===== src/rtl/prio_irq_pkg.sv =====
package prio_irq_pkg;
    localparam int VEC_W  = 8;
    localparam int PRI_W  = 4;
    localparam int DATA_W = 32;
    localparam int ADDR_W = 6;

    localparam int CFG_PRI_LSB   = 16;
    localparam int CFG_POL_BIT   = 24;
    localparam int CFG_SENSE_BIT = 25;
    localparam int CFG_MASK_BIT  = 31;

    localparam int A_GCFG     = 0;
    localparam int A_FEAT     = 1;
    localparam int A_TASK     = 2;
    localparam int A_ACK      = 3;
    localparam int A_EOI      = 4;
    localparam int A_SPUR     = 5;
    localparam int A_SRC_BASE = 16;

    typedef struct packed {
        logic             mask;
        logic             level;
        logic             pol_hi;
        logic [PRI_W-1:0] pri;
        logic [VEC_W-1:0] vec;
    } src_cfg_t;

    typedef enum logic [0:0] {SRC_QUIET, SRC_PEND} src_state_t;
    typedef enum logic [0:0] {BUS_IDLE, BUS_RESP} bus_state_t;
endpackage


===== src/rtl/pic_src_cell.sv =====
module pic_src_cell
    import prio_irq_pkg::*;
(
    input  logic clk,
    input  logic rst_n,
    input  logic irq_pin,
    input  logic level,
    input  logic pol_hi,
    input  logic ack_clr,
    output logic pending
);
    logic [2:0] sh_q;
    src_state_t st_q, st_d;
    logic sync_v, prev_v, active, edge_hit;

    always_ff @(posedge clk or negedge rst_n) begin
        if (!rst_n) sh_q <= '0;
        else        sh_q <= {sh_q[1:0], irq_pin};
    end

    assign sync_v   = sh_q[1];
    assign prev_v   = sh_q[2];
    assign active   = pol_hi ? sync_v : !sync_v;
    assign edge_hit = pol_hi ? (sync_v & !prev_v) : (!sync_v & prev_v);

    always_ff @(posedge clk or negedge rst_n) begin
        if (!rst_n) st_q <= SRC_QUIET;
        else        st_q <= st_d;
    end

    always_comb begin
        st_d = st_q;
        unique case (st_q)
            SRC_QUIET: begin
                if (level ? active : edge_hit) st_d = SRC_PEND;
            end
            SRC_PEND: begin
                if (level) begin
                    if (!active) st_d = SRC_QUIET;
                end else if (ack_clr && !edge_hit) begin
                    st_d = SRC_QUIET;
                end
            end
            default: st_d = SRC_QUIET;
        endcase
    end

    always_comb pending = (st_q == SRC_PEND);


    edge_hold_chk: assert property (@(posedge clk) disable iff (!rst_n)
        (pending && !level && !ack_clr) |=> pending);
endmodule


===== src/rtl/pic_arbiter.sv =====
module pic_arbiter
    import prio_irq_pkg::*;
#(
    parameter int NSRC  = 4,
    parameter int IDX_W = (NSRC > 1) ? $clog2(NSRC) : 1
) (
    input  logic [NSRC-1:0]            req,
    input  logic [NSRC-1:0][PRI_W-1:0] pri,
    output logic                       hit,
    output logic [IDX_W-1:0]           idx,
    output logic [PRI_W-1:0]           top_pri
);
    always_comb begin
        hit     = 1'b0;
        idx     = '0;
        top_pri = '0;
        for (int i = 0; i < NSRC; i++) begin
            if (req[i] && (!hit || pri[i] > top_pri)) begin
                hit     = 1'b1;
                idx     = IDX_W'(i);
                top_pri = pri[i];
            end
        end
    end
endmodule


===== src/rtl/pic_bus_fsm.sv =====
module pic_bus_fsm
    import prio_irq_pkg::*;
(
    input  logic clk,
    input  logic rst_n,
    input  logic rd_req,
    output logic rvalid
);
    bus_state_t st_q, st_d;

    always_ff @(posedge clk or negedge rst_n) begin
        if (!rst_n) st_q <= BUS_IDLE;
        else        st_q <= st_d;
    end

    always_comb begin
        st_d = st_q;
        unique case (st_q)
            BUS_IDLE: if (rd_req)  st_d = BUS_RESP;
            BUS_RESP: if (!rd_req) st_d = BUS_IDLE;
            default:  st_d = BUS_IDLE;
        endcase
    end

    always_comb rvalid = (st_q == BUS_RESP);


    rd_latency_chk: assert property (@(posedge clk) disable iff (!rst_n)
        rd_req |=> rvalid);

    no_stray_valid_chk: assert property (@(posedge clk) disable iff (!rst_n)
        !rd_req |=> !rvalid);
endmodule


===== src/rtl/prio_irq_ctrl.sv =====
module prio_irq_ctrl
    import prio_irq_pkg::*;
#(
    parameter int NSRC = 4
) (
    input  logic              clk,
    input  logic              rst_n,
    input  logic [NSRC-1:0]   irq_in,
    input  logic              bus_wr,
    input  logic              bus_rd,
    input  logic [5:0]        bus_addr,
    input  logic [31:0]       bus_wdata,
    output logic [31:0]       bus_rdata,
    output logic              bus_rvalid,
    output logic              irq_o
);
    localparam int IDX_W = (NSRC > 1) ? $clog2(NSRC) : 1;

    src_cfg_t                  cfg_q [NSRC];
    logic                      gcfg_en;
    logic [PRI_W-1:0]          task_q;
    logic [VEC_W-1:0]          spur_q;
    logic [NSRC-1:0]           pend, isr_q, elig, ack_clr, src_hit;
    logic [NSRC-1:0][PRI_W-1:0] pri_vec;
    logic                      win_hit, top_hit;
    logic [IDX_W-1:0]          win_idx, top_idx;
    logic [PRI_W-1:0]          win_pri, top_pri;
    logic                      ack_stb, eoi_stb;
    logic [DATA_W-1:0]         rd_mux;

    assign ack_stb = bus_rd && (bus_addr == ADDR_W'(A_ACK));
    assign eoi_stb = bus_wr && (bus_addr == ADDR_W'(A_EOI));

    function automatic logic [DATA_W-1:0] pack_cfg(input src_cfg_t c);
        logic [DATA_W-1:0] w;
        w = '0;
        w[VEC_W-1:0]              = c.vec;
        w[CFG_PRI_LSB +: PRI_W]   = c.pri;
        w[CFG_POL_BIT]            = c.pol_hi;
        w[CFG_SENSE_BIT]          = c.level;
        w[CFG_MASK_BIT]           = c.mask;
        return w;
    endfunction

    always_ff @(posedge clk or negedge rst_n) begin
        if (!rst_n) begin
            gcfg_en <= 1'b0;
            task_q  <= '0;
            spur_q  <= '1;
        end else if (bus_wr) begin
            if (bus_addr == ADDR_W'(A_GCFG)) gcfg_en <= bus_wdata[0];
            if (bus_addr == ADDR_W'(A_TASK)) task_q  <= bus_wdata[PRI_W-1:0];
            if (bus_addr == ADDR_W'(A_SPUR)) spur_q  <= bus_wdata[VEC_W-1:0];
        end
    end

    for (genvar i = 0; i < NSRC; i++) begin : g_src
        assign src_hit[i] = (bus_addr == ADDR_W'(A_SRC_BASE + i));

        always_ff @(posedge clk or negedge rst_n) begin
            if (!rst_n) begin
                cfg_q[i] <= '{mask: 1'b1, level: 1'b0, pol_hi: 1'b1, pri: '0, vec: '0};
            end else if (bus_wr && src_hit[i]) begin
                cfg_q[i].mask   <= bus_wdata[CFG_MASK_BIT];
                cfg_q[i].level  <= bus_wdata[CFG_SENSE_BIT];
                cfg_q[i].pol_hi <= bus_wdata[CFG_POL_BIT];
                cfg_q[i].pri    <= bus_wdata[CFG_PRI_LSB +: PRI_W];
                cfg_q[i].vec    <= bus_wdata[VEC_W-1:0];
            end
        end

        pic_src_cell u_cell (
            .clk     (clk),
            .rst_n   (rst_n),
            .irq_pin (irq_in[i]),
            .level   (cfg_q[i].level),
            .pol_hi  (cfg_q[i].pol_hi),
            .ack_clr (ack_clr[i]),
            .pending (pend[i])
        );

        assign pri_vec[i] = cfg_q[i].pri;
        assign elig[i]    = pend[i] && !cfg_q[i].mask &&
                            (cfg_q[i].pri > task_q) && (cfg_q[i].pri > top_pri);
        assign ack_clr[i] = ack_stb && win_hit && (win_idx == IDX_W'(i));

        always_ff @(posedge clk or negedge rst_n) begin
            if (!rst_n)
                isr_q[i] <= 1'b0;
            else if (ack_clr[i])
                isr_q[i] <= 1'b1;
            else if (eoi_stb && top_hit && (top_idx == IDX_W'(i)))
                isr_q[i] <= 1'b0;
        end
    end

    pic_arbiter #(.NSRC(NSRC)) u_isr_arb (
        .req     (isr_q),
        .pri     (pri_vec),
        .hit     (top_hit),
        .idx     (top_idx),
        .top_pri (top_pri)
    );

    pic_arbiter #(.NSRC(NSRC)) u_win_arb (
        .req     (elig),
        .pri     (pri_vec),
        .hit     (win_hit),
        .idx     (win_idx),
        .top_pri (win_pri)
    );

    always_comb begin
        rd_mux = '0;
        case (bus_addr)
            ADDR_W'(A_GCFG): rd_mux = DATA_W'(gcfg_en);
            ADDR_W'(A_FEAT): rd_mux = DATA_W'(NSRC);
            ADDR_W'(A_TASK): rd_mux = DATA_W'(task_q);
            ADDR_W'(A_ACK):  rd_mux = win_hit ? DATA_W'(cfg_q[win_idx].vec) : DATA_W'(spur_q);
            ADDR_W'(A_SPUR): rd_mux = DATA_W'(spur_q);
            default:         rd_mux = '0;
        endcase
        for (int i = 0; i < NSRC; i++) begin
            if (src_hit[i]) rd_mux = pack_cfg(cfg_q[i]);
        end
    end

    always_ff @(posedge clk or negedge rst_n) begin
        if (!rst_n)      bus_rdata <= '0;
        else if (bus_rd) bus_rdata <= rd_mux;
    end

    pic_bus_fsm u_bus (
        .clk    (clk),
        .rst_n  (rst_n),
        .rd_req (bus_rd),
        .rvalid (bus_rvalid)
    );

    assign irq_o = gcfg_en && win_hit;


    above_task_chk: assert property (@(posedge clk) disable iff (!rst_n)
        win_hit |-> (win_pri > task_q));

    above_service_chk: assert property (@(posedge clk) disable iff (!rst_n)
        (win_hit && top_hit) |-> (win_pri > top_pri));

    single_ack_chk: assert property (@(posedge clk) disable iff (!rst_n)
        $onehot0(ack_clr));

    ack_enters_service_chk: assert property (@(posedge clk) disable iff (!rst_n)
        (ack_stb && win_hit && !bus_wr) |=> ($countones(isr_q) == $past($countones(isr_q)) + 1));

    eoi_retires_one_chk: assert property (@(posedge clk) disable iff (!rst_n)
        (eoi_stb && top_hit && !ack_stb) |=> ($countones(isr_q) + 1 == $past($countones(isr_q))));
endmodule


===== config.mk =====
export PLATFORM = sky130hd
export DESIGN_NAME = prio_irq_ctrl
export DESIGN_NICKNAME = d
export VERILOG_FILES = /design/src/rtl/prio_irq_pkg.sv /design/src/rtl/pic_src_cell.sv /design/src/rtl/pic_arbiter.sv /design/src/rtl/pic_bus_fsm.sv /design/src/rtl/prio_irq_ctrl.sv
export SDC_FILE = /design/constraint.sdc
export NUM_CORES = 1
export LEC_CHECK = 0
export BUFFER_PORTS_ARGS = -buffer_cell sky130_fd_sc_hd__buf_4
export CORE_MARGIN = 3
export CORE_UTILIZATION = 66
export CTS_BUF_LIST = sky130_fd_sc_hd__clkbuf_8
export CTS_CLUSTER_DIAMETER = 60
export DETAILED_ROUTE_END_ITERATION = 8
export GPL_ROUTABILITY_DRIVEN = 0
export GPL_TIMING_DRIVEN = 0
export PLACE_DENSITY = 0.92
export SYNTH_ARGS = -nofsm -noshare
export SYNTH_HDL_FRONTEND = slang
export SYNTH_SLANG_ARGS = --single-unit

===== constraint.sdc =====
create_clock -name clk -period 17.33 [get_ports clk]
set_clock_uncertainty 0.15 [all_clocks]
set_input_delay 3.466 -clock clk [delete_from_list [all_inputs] [get_ports clk]]
set_output_delay 3.466 -clock clk [all_outputs]
set_load 0.05 [all_outputs]

==> flow_summary.rst <==
.. list-table::
   :header-rows: 1

   * - Metric
     - Value
   * - Number of placed instances, taps included
     - 839
   * - Global routing usage on met2
     - 52.4%
   * - Slew at the pin closest to its max-slew limit
     - ~1100 ps
   * - Final critical path time including I/O delays and setup
     - 13170 ps
   * - Mapped Cells
     - around 650
   * - Main area contributors after synthesis
     - dfrtp_1 (34%), mux2_2 (13%), ha_1 (10%)
   * - Post-place setup slack
     - between 4000 and 5000 ps
   * - Most numerous cell on the critical path
     - o21a_1
   * - Share of flip-flops with an asynchronous set or reset after synthesis
     - 100%
   * - Top-area cell type share of the netlist area
     - 34.3%
   * - Post-detailed-route count of antenna-violating nets
     - 0
   * - Critical path's top delay family
     - compound AO/OA/AOI/OAI gates
   * - Clock share of power
     - 21.1%
   * - Critical path launch point type
     - flop
   * - Fmax
     - 75.9 MHz
   * - Initial Util
     - 68.6%
   * - Power spent charging and discharging nets
     - 0.000295 W
   * - Maximum fanout along the worst path
     - 10
   * - Depth of the worst register-to-register path
     - between 50 and 60
   * - Remaining DRCs
     - 0
   * - Main flop type after synthesis
     - dfrtp_1
   * - Area delta synth->final
     - 11.5%
   * - Xor/xnor cell area share of the yosys netlist
     - 0.645%
   * - Setup tns final
     - 0 ps
   * - Combinational share of power
     - 37.3%
   * - Number of flops mapped to enable cells by yosys
     - 0
   * - Number of buffers created by CTS
     - 9
   * - Internal Pwr Total
     - 0.000487 W
   * - Largest voltage drop on the vdd net
     - 0.0839 mV
   * - Number of distinct library cells after synthesis
     - 61
   * - Buffers inserted during post-CTS setup optimization
     - 0
   * - End of the worst register-to-register path
     - bus_rdata[2]$_DFFE_PN0P_
   * - Global-route wire length before repair
     - 29600 um
   * - # nets final
     - 820
   * - Final Non-Filler Cells
     - 855
   * - Adder-cell area share of the yosys netlist
     - 10.3%
   * - Slowest cell delay on critical path
     - 530 ps
   * - Die boundary height
     - ~110 um
   * - CORE AREA
     - 0.00991 mm2
   * - Worst hold path class
     - flop to flop
   * - Floorplan die area
     - 0.0115 mm2
   * - Compound-gate portion of the synthesized area
     - approximately 17%
   * - Category of the worst setup path capture point
     - flop
   * - Final WL
     - around 19000 um
   * - Via count
     - 5919
   * - First-pass DRT Iterations
     - 6
   * - Mapped cell area
     - 0.00679 mm2
   * - Power after layout
     - approximately 0.00078 W
   * - Clock H-tree levels
     - 3
   * - Max Cap Violations
     - 0
   * - Mux contribution to synthesized area
     - roughly 14%
   * - Final count of pins violating max slew
     - 0
   * - Busiest grt layer
     - met2
   * - Die extent in x
     - 107 um
   * - Violation count after the first detailed-route iteration
     - 844
   * - Global router's overall resource usage
     - about 33%
   * - Proportion of power drawn by flip-flops and latches
     - 41.6%
   * - Clock buffer depth
     - 2
   * - Filler Cell Count
     - around 600
   * - Source of the worst register-to-register timing path
     - isr_q[0]$_DFFE_PN0P_
   * - Number of vias per cell
     - 6.92
   * - Number of ports placed on the die boundary
     - 80
   * - Launch point of the worst path
     - isr_q[0]$_DFFE_PN0P_
   * - Sequential-to-total area share from yosys stat
     - about 40%
   * - Hold Buf Count CTS
     - 0
   * - Clock net sink count
     - 109
   * - Number of port buffers
     - 42
   * - Clock latency on the worst-skew pair
     - around 390 ps
   * - GR Overflow Total
     - 0
   * - Ant diodes
     - 0
   * - Least setup slack across all paths after layout
     - 4160 ps
   * - Data required time at the worst endpoint
     - 17480 ps
   * - Most common cell after layout, fill and taps aside
     - dfrtp_1
   * - Result of the run
     - finished clean
   * - M3 GR Usage
     - ~9%
   * - Post-route fraction of the period consumed by the critical path
     - 76.0%
   * - Synthesis Warnings
     - 0
   * - Setup repair after global routing missed its margin
     - no
   * - Number of gates given a new drive strength after cts
     - 0
   * - Dpl hpwl
     - 13600 um
   * - Static Leakage
     - between 3 and 4 nW
   * - Post-Synthesis Mean Instance Area
     - 10.5 um2
   * - Switching fraction of total power
     - 37.8%
   * - Type of the worst setup path
     - flop to flop
   * - Cell type contributing the most total cell area after synthesis
     - dfrtp_1
   * - Final hold violations
     - 0
   * - Number of storage elements in the synthesis netlist
     - 109
   * - Post-synthesis simple-gate area fraction
     - between 10% and 20%
   * - Average wire per cell in the routed design
     - 22.3 um
   * - Clock slew at reported path FFs
     - 110 ps
   * - Pin count of the biggest net entering global routing
     - 110
   * - Cell area after layout
     - 0.00757 mm2
   * - Reg2reg setup slack
     - 4160 ps
   * - Worst path depth
     - 57
   * - Row Count
     - 36
   * - Worst max-slew margin expressed relative to the limit
     - between 20% and 30%
   * - Number of antenna violations at the first check in global routing
     - 0
   * - Pwr/cell area
     - 103 mW/mm2
   * - Number of setup violations in the final report
     - 0
   * - Data arrival time of the critical path
     - 13320 ps
   * - Worst setup path end
     - bus_rdata[2]$_DFFE_PN0P_
   * - Dominant combinational cell family by area after synthesis
     - compound AO/OA/AOI/OAI gates
   * - Ratio of cells with drive above 1 in the final layout
     - approximately a quarter
   * - Root cell of the clock tree
     - clkbuf_8
   * - Top library cells by usage in the layout, fill and taps aside
     - dfrtp_1 (93), mux2_2 (81), buf_4 (58)
   * - Number of global-route vias before repair
     - 5917
   * - CP max-delay cell
     - clkbuf_1
   * - Post-place instance area
     - 0.00734 mm2
   * - WP buf/inv
     - 5
   * - TritonCTS clock tree
     - yes
   * - GRT met1 Usage
     - 40.8%
==> metrics by stage <==
stage | hold WS (ps) | utilization, %
floorplan | 181 | -
global placement | 183 | 74.0
detailed placement | 188 | 74.0
CTS | 209 | 76.1
global route | 213 | 76.4
finish | 205 | 76.4
==> layout make-up <==
class	count	area, um2	share of cell area [%]
multi-input cells	496	3810	50.3
flip-flops and latches	109	2750	36.3
repair buffers	43	347	4.58
plain buffers	40	223	2.94
well taps	133	166	2.20
clock buffers	9	124	1.64
clock inverters	6	81.3	1.07
inverters	19	71.3	0.942
==> power by group through the flow <==
| stage | clock (W) | sequential (W) | combinational [W] |
|---|---|---|---|
| after floorplan | 0 | 0.000323 | 0.000199 |
| after global placement | 0 | 0.000325 | 0.000260 |
| after detailed placement | 0 | 0.000327 | 0.000281 |
| after CTS | 0.000166 | 0.000323 | 0.000283 |
| after global routing | 0.000177 | 0.000328 | 0.000313 |
| final | 0.000165 | 0.000325 | 0.000292 |
==> synthesized netlist by cell type (4+ instances only) <==
library cell / count
inv_1: 19
a31oi_1: 14
dfstp_2: 16
mux2_2: 81
clkbuf_1: 14
mux2i_1: 7
a21oi_1: 33
o21ai_0: 27
a22oi_1: 17
nand4_1: 14
nand2b_1: 9
nand3_1: 5
nor2b_1: 15
and2_1: 6
xnor2_1: 4
buf_2: 7
a21o_1: 9
ha_1: 56
o211ai_1: 9
dfrtp_1: 93
buf_4: 17
nand2_1: 34
o22ai_1: 7
a211oi_1: 4
o21a_1: 11
nor2_1: 54
nand4b_1: 5
a221o_1: 6
==> flip-flops by register name (all words and copies together) (netlist names) <==
signal / count
bus_rdata: 15
cfg_q: 60
g_src.u_cell.pending: 4
g_src.u_cell.sh_q: 12
gcfg_en: 1
isr_q: 4
spur_q: 8
task_q: 4
u_bus.rvalid: 1
==> routing by layer <==
layer  up-vias  share of wire (%)
met2       465                 47
met3       120                 12
met1      2811                 36
li1       2523                  -
met5         -                  0
met4         0                5.3
==> worst min-delay path by stage <==
stage / startpoint / end / slack (ps) / cells past startpoint
finish: g_src[2].u_cell.sh_q[0]$_DFF_PN0_ / g_src[2].u_cell.sh_q[1]$_DFF_PN0_ / 210 / 0
global route: g_src[2].u_cell.sh_q[0]$_DFF_PN0_ / g_src[2].u_cell.sh_q[1]$_DFF_PN0_ / 210 / 0
CTS: g_src[2].u_cell.sh_q[0]$_DFF_PN0_ / g_src[2].u_cell.sh_q[1]$_DFF_PN0_ / 210 / 0
detailed placement: g_src[2].u_cell.sh_q[0]$_DFF_PN0_ / g_src[2].u_cell.sh_q[1]$_DFF_PN0_ / 190 / 0
global placement: g_src[3].u_cell.sh_q[0]$_DFF_PN0_ / g_src[3].u_cell.sh_q[1]$_DFF_PN0_ / 180 / 0
floorplan: g_src[0].u_cell.sh_q[0]$_DFF_PN0_ / g_src[0].u_cell.sh_q[1]$_DFF_PN0_ / 180 / 0
==> cells by family after synthesis <==
logic type / Yosys count
buf+inv: 59
other cells: 1
fa+ha+maj: 56
simple gates: 164
xor+xnor: 5
mux: 88
compound gates: 166
flops: 109
No activity file was read; power rests on OpenSTA's default activity.
